===== src/rtl/dmaw_pkg.sv =====
package dmaw_pkg;

    typedef enum logic [1:0] {
        CMD_NONE   = 2'd0,
        CMD_WRITE  = 2'd1,
        CMD_RDLOCK = 2'd2,
        CMD_WRUNLK = 2'd3
    } bus_cmd_e;

    typedef enum logic [1:0] {
        ERR_NONE   = 2'd0,
        ERR_PARITY = 2'd1,
        ERR_SEQ    = 2'd2,
        ERR_WRFAIL = 2'd3
    } err_e;

    typedef enum logic [2:0] {
        S_RX, S_DECIDE, S_ARB_WR, S_WAIT_WR, S_ARB_RD, S_WAIT_RD, S_ARB_WB
    } exec_state_e;

    function automatic logic beat_parity(input logic [63:0] d);
        return ^d;
    endfunction

endpackage


===== src/rtl/dmaw_rx.sv =====
module dmaw_rx
    import dmaw_pkg::*;
#(
    parameter int ADDR_W     = 32,
    parameter int BEAT_W     = 64,
    parameter int LINE_BEATS = 8,
    parameter int LEN_W      = 4
) (
    input  logic                              clk,
    input  logic                              rst,
    input  logic                              in_valid,
    input  logic                              in_ready,
    input  logic                              in_first,
    input  logic                              in_last,
    input  logic                              in_masked,
    input  logic [LEN_W-1:0]                  in_len,
    input  logic [ADDR_W-1:0]                 in_addr,
    input  logic [BEAT_W*LINE_BEATS/8-1:0]    in_mask,
    input  logic [BEAT_W-1:0]                 in_data,
    input  logic                              in_par,
    output logic                              last_acc,
    output logic                              rq_masked,
    output logic [ADDR_W-1:0]                 rq_addr,
    output logic [BEAT_W*LINE_BEATS/8-1:0]    rq_mask,
    output logic [BEAT_W*LINE_BEATS-1:0]      rq_line,
    output err_e                              rq_err
);
    localparam int BPB    = BEAT_W / 8;
    localparam int IDX_W  = $clog2(LINE_BEATS);
    localparam int CNT_W  = LEN_W;
    localparam int LBYTES = BPB * LINE_BEATS;

    logic                  active;
    logic [CNT_W-1:0]      cnt;
    logic                  par_bad;
    logic [LEN_W-1:0]      hdr_len;
    logic [LBYTES-1:0]     hdr_mask;
    logic [BEAT_W-1:0]     beats [LINE_BEATS];

    logic take, hdr_take, beat_take, beat_bad;
    logic [CNT_W-1:0] got, expect_cnt;
    logic len_bad;

    assign take      = in_valid && in_ready;
    assign hdr_take  = take && in_first;
    assign beat_take = take && !in_first && active;
    assign last_acc  = beat_take && in_last;
    assign beat_bad  = beat_parity(in_data) != in_par;

    always_comb begin
        got        = (cnt == '1) ? cnt : cnt + CNT_W'(1);
        expect_cnt = rq_masked ? hdr_len : CNT_W'(LINE_BEATS);
        len_bad    = rq_masked && (hdr_len == '0 || hdr_len > LEN_W'(LINE_BEATS));
    end

    always_ff @(posedge clk) begin
        if (rst) begin
            active    <= 1'b0;
            cnt       <= '0;
            par_bad   <= 1'b0;
            hdr_len   <= '0;
            hdr_mask  <= '0;
            rq_masked <= 1'b0;
            rq_addr   <= '0;
            rq_err    <= ERR_NONE;
        end else if (hdr_take) begin
            active    <= 1'b1;
            cnt       <= '0;
            par_bad   <= 1'b0;
            hdr_len   <= in_len;
            hdr_mask  <= in_mask;
            rq_masked <= in_masked;
            rq_addr   <= in_addr;
        end else if (beat_take) begin
            if (cnt != '1) cnt <= cnt + CNT_W'(1);
            if (beat_bad) par_bad <= 1'b1;
            if (in_last) begin
                active <= 1'b0;
                if (par_bad || beat_bad)
                    rq_err <= ERR_PARITY;
                else if (len_bad || got != expect_cnt)
                    rq_err <= ERR_SEQ;
                else
                    rq_err <= ERR_NONE;
            end
        end
    end

    always_ff @(posedge clk) begin
        if (beat_take && cnt < CNT_W'(LINE_BEATS))
            beats[cnt[IDX_W-1:0]] <= in_data;
    end

    for (genvar b = 0; b < LINE_BEATS; b++) begin : g_beat
        assign rq_line[b*BEAT_W +: BEAT_W] = beats[b];
        assign rq_mask[b*BPB +: BPB] = rq_masked
            ? (hdr_mask[b*BPB +: BPB] & {BPB{LEN_W'(b) < hdr_len}})
            : {BPB{1'b1}};
    end

    // a counted beat is never lost before the final beat is taken
    p_cnt_moves_r8: assert property (@(posedge clk) disable iff (rst)
        (beat_take && !in_last && cnt != '1) |=> cnt == $past(cnt) + CNT_W'(1));

endmodule


===== src/rtl/dmaw_merge.sv =====
module dmaw_merge #(
    parameter int LINE_W = 512
) (
    input  logic [LINE_W-1:0]   new_line,
    input  logic [LINE_W-1:0]   old_line,
    input  logic [LINE_W/8-1:0] byte_en,
    output logic [LINE_W-1:0]   merged
);
    for (genvar i = 0; i < LINE_W/8; i++) begin : g_byte
        assign merged[i*8 +: 8] = byte_en[i] ? new_line[i*8 +: 8] : old_line[i*8 +: 8];
    end
endmodule


===== src/rtl/dmaw_arb_sel.sv =====
module dmaw_arb_sel #(
    parameter int NODE_W  = 4,
    parameter int HI_NODE = 8
) (
    input  logic                 clk,
    input  logic                 rst,
    input  logic [NODE_W-1:0]    node_id,
    input  logic                 want,
    input  logic                 writeback,
    output logic [2**NODE_W-1:0] bus_req,
    output logic                 bus_req_hi
);
    localparam int NREQ = 2**NODE_W;

    logic use_hi;
    assign use_hi     = writeback && (node_id == NODE_W'(HI_NODE));
    assign bus_req_hi = want && use_hi;

    for (genvar n = 0; n < NREQ; n++) begin : g_line
        assign bus_req[n] = want && !use_hi && (node_id == NODE_W'(n));
    end

    p_req_onehot_r4: assert property (@(posedge clk) disable iff (rst)
        $onehot0(bus_req));
    p_req_excl_r4: assert property (@(posedge clk) disable iff (rst)
        !((|bus_req) && bus_req_hi));
    p_hi_node_r4: assert property (@(posedge clk) disable iff (rst)
        bus_req_hi |-> node_id == NODE_W'(HI_NODE));

endmodule


===== src/rtl/dmaw_errlog.sv =====
module dmaw_errlog
    import dmaw_pkg::*;
#(
    parameter int ADDR_W = 32
) (
    input  logic              clk,
    input  logic              rst,
    input  logic              ev_valid,
    input  err_e              ev_type,
    input  logic [ADDR_W-1:0] ev_addr,
    input  logic              clr,
    output logic              err_valid,
    output err_e              err_type,
    output logic [ADDR_W-1:0] err_addr,
    output logic              err_ovf,
    output logic              irq
);
    always_ff @(posedge clk) begin
        if (rst) begin
            err_valid <= 1'b0;
            err_type  <= ERR_NONE;
            err_addr  <= '0;
            err_ovf   <= 1'b0;
        end else begin
            if (clr) begin
                err_valid <= 1'b0;
                err_type  <= ERR_NONE;
                err_addr  <= '0;
                err_ovf   <= 1'b0;
            end
            if (ev_valid) begin
                if (!err_valid || clr) begin
                    err_valid <= 1'b1;
                    err_type  <= ev_type;
                    err_addr  <= ev_addr;
                end else begin
                    err_ovf <= 1'b1;
                end
            end
        end
    end

    assign irq = err_valid;

    p_first_kept_r10: assert property (@(posedge clk) disable iff (rst)
        (err_valid && !clr) |=> err_valid && $stable(err_type) && $stable(err_addr));
    p_clear_r10: assert property (@(posedge clk) disable iff (rst)
        (clr && !ev_valid) |=> !irq && !err_ovf);
    p_ovf_cause_r10: assert property (@(posedge clk) disable iff (rst)
        $rose(err_ovf) |-> $past(err_valid && ev_valid));

endmodule


===== src/rtl/dma_write_exec.sv =====
module dma_write_exec
    import dmaw_pkg::*;
#(
    parameter int ADDR_W     = 32,
    parameter int BEAT_W     = 64,
    parameter int LINE_BEATS = 8,
    parameter int LEN_W      = 4,
    parameter int NODE_W     = 4,
    parameter int HI_NODE    = 8
) (
    input  logic                           clk,
    input  logic                           rst,
    input  logic [NODE_W-1:0]              node_id,
    input  logic                           in_valid,
    output logic                           in_ready,
    input  logic                           in_first,
    input  logic                           in_last,
    input  logic                           in_masked,
    input  logic [LEN_W-1:0]               in_len,
    input  logic [ADDR_W-1:0]              in_addr,
    input  logic [BEAT_W*LINE_BEATS/8-1:0] in_mask,
    input  logic [BEAT_W-1:0]              in_data,
    input  logic                           in_par,
    output logic [2**NODE_W-1:0]           bus_req,
    output logic                           bus_req_hi,
    input  logic                           bus_gnt,
    output logic [1:0]                     bus_cmd,
    output logic [ADDR_W-1:0]              bus_addr,
    output logic [BEAT_W*LINE_BEATS-1:0]   bus_wdata,
    input  logic                           bus_done,
    input  logic                           bus_ok,
    input  logic [BEAT_W*LINE_BEATS-1:0]   bus_rdata,
    input  logic                           err_clr,
    output logic                           err_valid,
    output logic [1:0]                     err_type,
    output logic [ADDR_W-1:0]              err_addr,
    output logic                           err_ovf,
    output logic                           irq
);
    localparam int LINE_W = BEAT_W * LINE_BEATS;
    localparam int LBYTES = LINE_W / 8;

    exec_state_e state;
    logic                last_acc, rq_masked;
    logic [ADDR_W-1:0]   rq_addr;
    logic [LBYTES-1:0]   rq_mask;
    logic [LINE_W-1:0]   rq_line, merged, wb_line;
    err_e                rq_err;
    logic                want, fire, lock_held;
    bus_cmd_e            cmd;
    logic                ev_valid;
    err_e                ev_type, log_type;

    assign in_ready = (state == S_RX);

    dmaw_rx #(
        .ADDR_W(ADDR_W), .BEAT_W(BEAT_W), .LINE_BEATS(LINE_BEATS), .LEN_W(LEN_W)
    ) u_rx (
        .clk(clk), .rst(rst), .in_valid(in_valid), .in_ready(in_ready),
        .in_first(in_first), .in_last(in_last), .in_masked(in_masked),
        .in_len(in_len), .in_addr(in_addr), .in_mask(in_mask),
        .in_data(in_data), .in_par(in_par), .last_acc(last_acc),
        .rq_masked(rq_masked), .rq_addr(rq_addr), .rq_mask(rq_mask),
        .rq_line(rq_line), .rq_err(rq_err)
    );

    dmaw_merge #(.LINE_W(LINE_W)) u_merge (
        .new_line(rq_line), .old_line(bus_rdata), .byte_en(rq_mask), .merged(merged)
    );

    assign want = (state == S_ARB_WR) || (state == S_ARB_RD) || (state == S_ARB_WB);
    assign fire = want && bus_gnt;

    dmaw_arb_sel #(.NODE_W(NODE_W), .HI_NODE(HI_NODE)) u_arb (
        .clk(clk), .rst(rst), .node_id(node_id), .want(want),
        .writeback(state == S_ARB_WB), .bus_req(bus_req), .bus_req_hi(bus_req_hi)
    );

    always_comb begin
        cmd = CMD_NONE;
        if (fire) begin
            case (state)
                S_ARB_WR: cmd = CMD_WRITE;
                S_ARB_RD: cmd = CMD_RDLOCK;
                S_ARB_WB: cmd = CMD_WRUNLK;
                default:  cmd = CMD_NONE;
            endcase
        end
    end

    assign bus_cmd   = cmd;
    assign bus_addr  = fire ? rq_addr : '0;
    assign bus_wdata = !fire ? '0 : (state == S_ARB_WB) ? wb_line : rq_line;

    always_ff @(posedge clk) begin
        if (rst) begin
            state     <= S_RX;
            wb_line   <= '0;
            lock_held <= 1'b0;
        end else begin
            case (state)
                S_RX:      if (last_acc) state <= S_DECIDE;
                S_DECIDE: begin
                    if (rq_err != ERR_NONE) state <= S_RX;
                    else if (rq_masked)     state <= S_ARB_RD;
                    else                    state <= S_ARB_WR;
                end
                S_ARB_WR:  if (bus_gnt) state <= S_WAIT_WR;
                S_ARB_RD: begin
                    if (bus_gnt) begin
                        state     <= S_WAIT_RD;
                        lock_held <= 1'b1;
                    end
                end
                S_WAIT_RD: begin
                    if (bus_done) begin
                        wb_line <= merged;
                        state   <= S_ARB_WB;
                    end
                end
                S_ARB_WB:  if (bus_gnt) state <= S_WAIT_WR;
                S_WAIT_WR: begin
                    if (bus_done) begin
                        state     <= S_RX;
                        lock_held <= 1'b0;
                    end
                end
                default:   state <= S_RX;
            endcase
        end
    end

    always_comb begin
        ev_valid = 1'b0;
        ev_type  = ERR_NONE;
        if (state == S_DECIDE && rq_err != ERR_NONE) begin
            ev_valid = 1'b1;
            ev_type  = rq_err;
        end else if (state == S_WAIT_WR && bus_done && !bus_ok) begin
            ev_valid = 1'b1;
            ev_type  = ERR_WRFAIL;
        end
    end

    dmaw_errlog #(.ADDR_W(ADDR_W)) u_log (
        .clk(clk), .rst(rst), .ev_valid(ev_valid), .ev_type(ev_type),
        .ev_addr(rq_addr), .clr(err_clr), .err_valid(err_valid),
        .err_type(log_type), .err_addr(err_addr), .err_ovf(err_ovf), .irq(irq)
    );
    assign err_type = log_type;

    p_unm_no_read_r1: assert property (@(posedge clk) disable iff (rst)
        (bus_cmd == CMD_RDLOCK) |-> rq_masked);
    p_lock_first_r2: assert property (@(posedge clk) disable iff (rst)
        (bus_cmd == CMD_WRUNLK) |-> lock_held);
    p_cmd_gnt_r5: assert property (@(posedge clk) disable iff (rst)
        (bus_cmd != CMD_NONE) |-> bus_gnt && ((|bus_req) || bus_req_hi));
    p_req_hold_r5: assert property (@(posedge clk) disable iff (rst)
        (((|bus_req) || bus_req_hi) && !bus_gnt) |=> $stable(bus_req) && $stable(bus_req_hi));
    p_ready_drop_r6: assert property (@(posedge clk) disable iff (rst)
        last_acc |=> !in_ready);
    p_ready_back_r6: assert property (@(posedge clk) disable iff (rst)
        (state == S_WAIT_WR && bus_done) |=> in_ready);
    p_drop_r7: assert property (@(posedge clk) disable iff (rst)
        (state == S_DECIDE && rq_err != ERR_NONE) |=> !(|bus_req) && !bus_req_hi && in_ready);

endmodule


===== config.mk =====
export PLATFORM = sky130hd
export DESIGN_NAME = dma_write_exec
export DESIGN_NICKNAME = d
export VERILOG_FILES = /design/src/rtl/dmaw_pkg.sv /design/src/rtl/dmaw_rx.sv /design/src/rtl/dmaw_merge.sv /design/src/rtl/dmaw_arb_sel.sv /design/src/rtl/dmaw_errlog.sv /design/src/rtl/dma_write_exec.sv
export SDC_FILE = /design/constraint.sdc
export NUM_CORES = 2
export LEC_CHECK = 0
export BUFFER_PORTS_ARGS = -buffer_cell sky130_fd_sc_hd__buf_2
export CORE_AREA = 2 2 499 501
export CTS_BUF_LIST = sky130_fd_sc_hd__clkbuf_8
export CTS_CLUSTER_DIAMETER = 60
export CTS_CLUSTER_SIZE = 25
export DETAILED_ROUTE_END_ITERATION = 10
export DIE_AREA = 0 0 501 503
export SLEW_MARGIN = 40
export SYNTH_ARGS = -nofsm -noshare
export SYNTH_HDL_FRONTEND = slang
export SYNTH_SLANG_ARGS = --single-unit

===== constraint.sdc =====
create_clock -name clk -period 14.2 [get_ports clk]
set_input_delay 1.42 -clock clk [delete_from_list [all_inputs] [get_ports clk]]
set_output_delay 1.42 -clock clk [all_outputs]
set_load 0.01 [all_outputs]

=== Word level (Yosys, flattened, before mapping) ===
Memories as Yosys holds them, arrays and structs flattened.
Cells that the tools add are included.

* Bits of input ports: 691
* Output and inout bits: 601
* Logic and storage cells: 230
* RAM bits: 512
* Memories: 1
* Register bits: 660

* Add/subtract/negate cells: 1
* Bitwise gates (word level): 9
* Eq/ne operators: 30
* Mux-type cells: 110
* Reduce and logical (&&, ||, !) cells: 55
* $lt $le $gt $ge: 10

{| class="wikitable"
|+ Memory list
! memory !! words !! width !! read ports !! clocked after memory_dff !! wr ports !! line !! text
|-
| u_rx.beats || 8 || 64 || 8 || 0 || 1 || dmaw_rx.sv:38 || <nowiki>logic [BEAT_W-1:0] beats [LINE_BEATS];</nowiki>
|}

{| class="wikitable"
|+ Operators by type and width
! operator !! number
|-
| $mux 512 || 2
|-
| $mux 8 || 72
|-
| $mux 32 || 4
|-
| $and 8x8->8 || 8
|-
| $reduce_xor 64->1 || 1
|-
| $eq 4x4->1 const B || 9
|-
| $logic_and 1x1->1 || 30
|-
| $mux 3 || 7
|-
| $pmux 3 s6 || 1
|-
| $eq 4x3->1 const B || 4
|-
| $lt 3x4->1 const A || 4
|-
| $mux 2 || 8
|-
| $mux 1 || 13
|-
| $eq 3x3->1 const B || 3
|-
| $eq 4x2->1 const B || 2
|-
| $logic_not 4->1 || 2
|-
| $lt 1x4->1 const A || 2
|-
| $lt 2x4->1 const A || 2
|-
| $mux 4 || 2
|-
| $ne 2x2->1 const B || 4
|-
| $reduce_and 2->1 || 4
|-
| $eq 3x2->1 const B || 2
|-
| $logic_or 1x1->1 || 6
|-
| $pmux 2 s3 || 1
|-
| other kinds (16) || 22
|}

=== Longest topological paths before layout ===
* Word-level depth: 7
* Mapped depth: 10
* Depth with buffers taken out: 9

=== Modules after synthesis ===
Synthesis repeated with hierarchy kept, for this count alone.

* Cell total of the unflattened synthesis: 5996
* Area total of the unflattened synthesis: 54432.2 um2

{| class="wikitable"
|+ Modules (own cells, without submodules)
! module !! area an instance (um2) !! instances !! sequential area each (um2) !! cells each
|-
| dma_write_exec || 25769.7 || 1 || 10309.9 || 4001
|-
| dmaw_rx || 20510.9 || 1 || 17556.8 || 1235
|-
| dmaw_merge || 6486.2 || 1 || 0.0 || 576
|-
| dmaw_errlog || 1531.5 || 1 || 720.7 || 160
|-
| dmaw_arb_sel || 133.9 || 1 || 0.0 || 24
|}

=== Worst setup path after synthesis ===
OpenSTA, ideal clock, no wires.

* Path kind: input port to flip-flop
* Start point: in in_first
* End point: mem u_rx.beats[1][0], enable pin
* Stages: 5
* Buffers on the path: 0
* Arrival time: 6.750 ns
* Library setup time: 0.565 ns
* Slack: 6.885 ns
* Data required time: 13.635 ns
* Path through: nand3b_1 nor3b_1 nor2b_1 nand2_1 nor3_1

* Cells in the longest elaborated chain, start to end: 6

{| class="wikitable"
|+ Ends and longest elaborated chain
! element !! line !! text
|-
| start: declaration || dma_write_exec.sv:16 || <nowiki>input logic in_first,</nowiki>
|-
| $logic_not 1->1 || dmaw_rx.sv:46 || <nowiki>assign beat_take = take && !in_first && active;</nowiki>
|-
| $logic_and 1x1->1 (2 in a row) || dmaw_rx.sv:46 ||
|-
| $logic_and 1x1->1 || dmaw_rx.sv:90 || <nowiki>if (beat_take && cnt < CNT_W'(LINE_BEATS))</nowiki>
|-
| $mux 1 || dmaw_rx.sv:90 ||
|-
| $mux 1 (implied by the code) || dmaw_rx.sv:91 || <nowiki>beats[cnt[IDX_W-1:0]] <= in_data;</nowiki>
|-
| end: declaration || dmaw_rx.sv:38 ||
|}

No other way between the ends.

=== Worst setup path after layout ===
* Start point: reg state[1]
* End point: out bus_wdata[357]

* Cells in the longest elaborated chain, start to end: 5
* Elaborated cells between the ends (all ways): 8
* Those cells by class: 3 x eq/ne; 2 x mux; 3 x reduce/logical

{| class="wikitable"
|+ Ends and longest elaborated chain
! element !! line !! text
|-
| start: declaration || dma_write_exec.sv:43 || <nowiki>exec_state_e state;</nowiki>
|-
| start signal: assignment || dma_write_exec.sv:97 || <nowiki>state <= S_RX;</nowiki>
|-
| start signal: assignment || dma_write_exec.sv:102 || <nowiki>S_RX: if (last_acc) state <= S_DECIDE;</nowiki>
|-
| start signal: assignment || dma_write_exec.sv:104 || <nowiki>if (rq_err != ERR_NONE) state <= S_RX;</nowiki>
|-
| $eq 3x2->1 / $eq 3x3->1 (equally long branches) || dma_write_exec.sv:71 || <nowiki>assign want = (state == S_ARB_WR) || (state == S_ARB_RD) || (state == S_ARB_WB);</nowiki>
|-
| $logic_or 1x1->1 (2 in a row) || dma_write_exec.sv:71 ||
|-
| $logic_and 1x1->1 || dma_write_exec.sv:72 || <nowiki>assign fire = want && bus_gnt;</nowiki>
|-
| $mux 512 (*) || dma_write_exec.sv:93 || <nowiki>assign bus_wdata = !fire ? '0 : (state == S_ARB_WB) ? wb_line : rq_line;</nowiki>
|-
| end: declaration || dma_write_exec.sv:29 || <nowiki>output logic [BEAT_W*LINE_BEATS-1:0] bus_wdata,</nowiki>
|}

Mark *: on every way between the ends. The rest lies on a longest branch, timed or not.

==> flow_metrics.tcl <==
set metrics [dict create \
    status "finished clean" \
    cts_tree "done" \
    synthFlopType "dfxtp_1" \
    gr-usage-met1_pct 26.1 \
    timing.hold.ws_ns 0.463 \
    root_buffer "clkbuf_8" \
    fp.dieH_um 503 \
    rsz0062_at_grt "false" \
    dpl.hpwl_um 207000 \
    syn_area_mm2 0.0513 \
    avgViaCountPerCell 4.96 \
    syn_inst 5431 \
    postCtsHoldBufs 0 \
    drc 0 \
    ir_drop_mv 0.0700 \
    start_kind "flop" \
    cp.required_ns 12.78 \
    setup_violations 0 \
    crit_arrival_ns 5.07 \
    clk_pin_slew_ns 0.09 \
    top_usage_layer "met2" \
    ant_nets 0 \
    place.gp.congestion 0.978 \
    yosysUniqueCellTypes 44 \
    wl_per_cell_um 28.6 \
    synth_top_area_cell "edfxtp_1" \
    powerDensity_mw_per_mm2 105 \
    hold_class "flop to flop" \
    drive_above_1_share_pct 25.0 \
    use_met2_pct 33.8 \
    fmax_mhz 154 \
    setup_tns_ns 0 \
    seq_area_frac_synth_pct 55.7 \
    area_growth_pct 26.5 \
    fin_skew_ns 0.105 \
    critPathMaxFanout 82 \
    grt_pass1_vias 46300 \
    synthAdderAreaFrac_pct 0.0244 \
    cts_setup_buffers 0 \
    first_pass_iters 6 \
    clk_latency_ns 0.96 \
    yosys-top-cells-area "edfxtp_1, dfxtp_1, mux2i_1" \
    multi_input_area_mm2 0.0213 \
    async_flop_share_pct 0 \
    synth_compound_area_share_pct 14.3 \
    clk_path_buf_depth 3 \
    synth_seq_cells 1172 \
    maxCapViolCount 0 \
    postSynthNetCount 6123 \
    synth_top_family_by_area "simple AND/OR/NAND/NOR gates" \
    cts_buffers 117 \
    synth_edf_count 512 \
    post-route-min-period_ns 6.49 \
    register_area_mm2 0.0286 \
    start_util_pct 20.8 \
    grt_max_degree 211 \
    worst_pin_slew_ns 0.949 \
    cts-resized-gates 0 \
    die_area_mm2 0.252 \
    die_w_um 501 \
    p_leak_nw 27.1 \
    grt_usage_pct 21.4 \
    synth_warnings 0 \
    grt_first_pass_wirelength_um 378000 \
    drv_slew 0 \
    synth-xor-area-share_pct 1.18 \
    io_buffers 1291 \
    yosys.area.top_type_share_pct 30.0 \
    yosys.area_share.simple_pct 15.6 \
    wl_um 285000 \
    synthMuxAreaShare_pct 10.0 \
    core_area_mm2 0.247 \
    via_count 49500 \
    nNetsFinal 7224 \
    drtIter0Drc 6291 \
    n_fill_cell 26500 \
    finalCritPeriodShare_pct 45.7 \
    ios 1292 \
    met3_usage_pct 4.98 \
    rows 183 \
    grt_overflow 0 \
    endpoint_kind "output pin" \
    antenna_found_initial 143 \
    path_class "flop to output pin" \
    clock_sinks 1172 \
    finalHoldViolations 0 \
    cts.htree.levels 3 \
    slew_headroom_pct 36.8 \
    syn_avg_cell_area_um2 9.45 \
]
==> registers in the layout, indices dropped and copies added, names as in the netlist, 2 cells and up <==
register        count
wb_line           512
u_rx.rq_err         2
u_log.err_addr     32
u_rx.hdr_mask      64
u_rx.beats        512
u_rx.rq_addr       32
u_rx.cnt            4
state               3
u_rx.hdr_len        4
u_log.err_type      2
==> Yosys cell counts, drive strengths merged, types with 2 or more instances <==
library cell	count
nand3	5
nor3b	35
a21boi	8
buf	21
or2	3
clkbuf	401
nand2b	7
a2111oi	2
a211oi	512
dfxtp	660
nor2b	3
mux2i	515
nand3b	6
xnor2	58
edfxtp	512
nor3	20
nor2	575
and3	2
xor2	8
o21ai	8
a21oi	662
a21o	3
inv	5
and2	33
nand2	1353
==> routing by layer <==
| layer | vias up | wire (µm) |
|---|---|---|
| met2 | 3484 | 131000 |
| li1 | 21300 | - |
| met4 | 38 | 18100 |
| met1 | 23900 | 108000 |
| met5 | - | 239 |
| met3 | 697 | 28100 |
==> cells by family after synthesis <==
kind of cell,after synthesis
XOR/XNOR,67
AND/OR/NAND/NOR,2047
flip-flops,1172
buffers and inverters,427
adder cells (fa/ha/maj),1
AO/OA/AOI/OAI,1202
multiplexers,515
==> critical path, cell delays in order (launching register included) <==
cell     delay [ns]
dfxtp_1        0.70
nand2_1        0.20
nor2_4         0.14
buf_12         0.24
buf_16         0.31
buf_16         0.27
buf_4          0.70
buf_6          0.63
nand2_1        0.27
a21oi_1        0.19
buf_2          0.16
==> layout make-up <==
cell class	instances	share of cell area, %
sequential	1172	44.0
multi-input combinational	3832	32.8
timing repair buffer	1404	11.9
tap	3237	6.24
clock buffer	120	2.54
clock inverter	104	2.01
antenna	104	0.401
inverter	5	0.0289
==> path summary, 6_finish.rpt <==
| check | start | end | slack (ns) | cells after the start |
|---|---|---|---|---|
| setup / recovery | state[1] | bus_wdata[357] | 7.71 | 10 |
| hold / removal | u_rx.hdr_mask[4] | u_rx.hdr_mask[4] | 0.46 | 2 |
| setup reg to reg | state[0] | wb_line[346] | 9.69 | 8 |
| hold reg to reg | u_rx.hdr_mask[4] | u_rx.hdr_mask[4] | 0.46 | 2 |
==> metrics by stage <==
| stage | area [µm²] | utilization (%) | power (mW) | worst slack, ns | std cells |
|---|---|---|---|---|---|
| CTS | 64500 | 26.1 | 6.87 | 7.70 | 9867 |
| floorplan | 51300 | - | 3.84 | 6.89 | 5431 |
| global route | 64800 | 26.2 | 7.01 | 7.50 | 9937 |
| finish | 64900 | 26.3 | 6.80 | 7.71 | 9978 |
| global placement | 61300 | 24.8 | 4.23 | 8.40 | 9636 |
| detailed placement | 61500 | 24.9 | 4.24 | 8.39 | 9643 |
==> cells in the final DEF, fill, tap and decap left out, drive strengths merged, types with 33 or more instances in the layout <==
cell / n
clkinv: 33
edfxtp: 512
buf: 1404
a21oi: 662
nand2: 1353
clkbuf: 120
dfxtp: 660
and2: 33
inv: 59
diode: 104
a211oi: 512
nor2: 575
mux2i: 515
xnor2: 58
nor3b: 35
==> report_power, final <==
part	internal (mW)	switching (mW)
logic	0.193	0.414
clock network	1.06	1.59
registers	3.53	0.0183
Power figures use the tool's default switching activity.
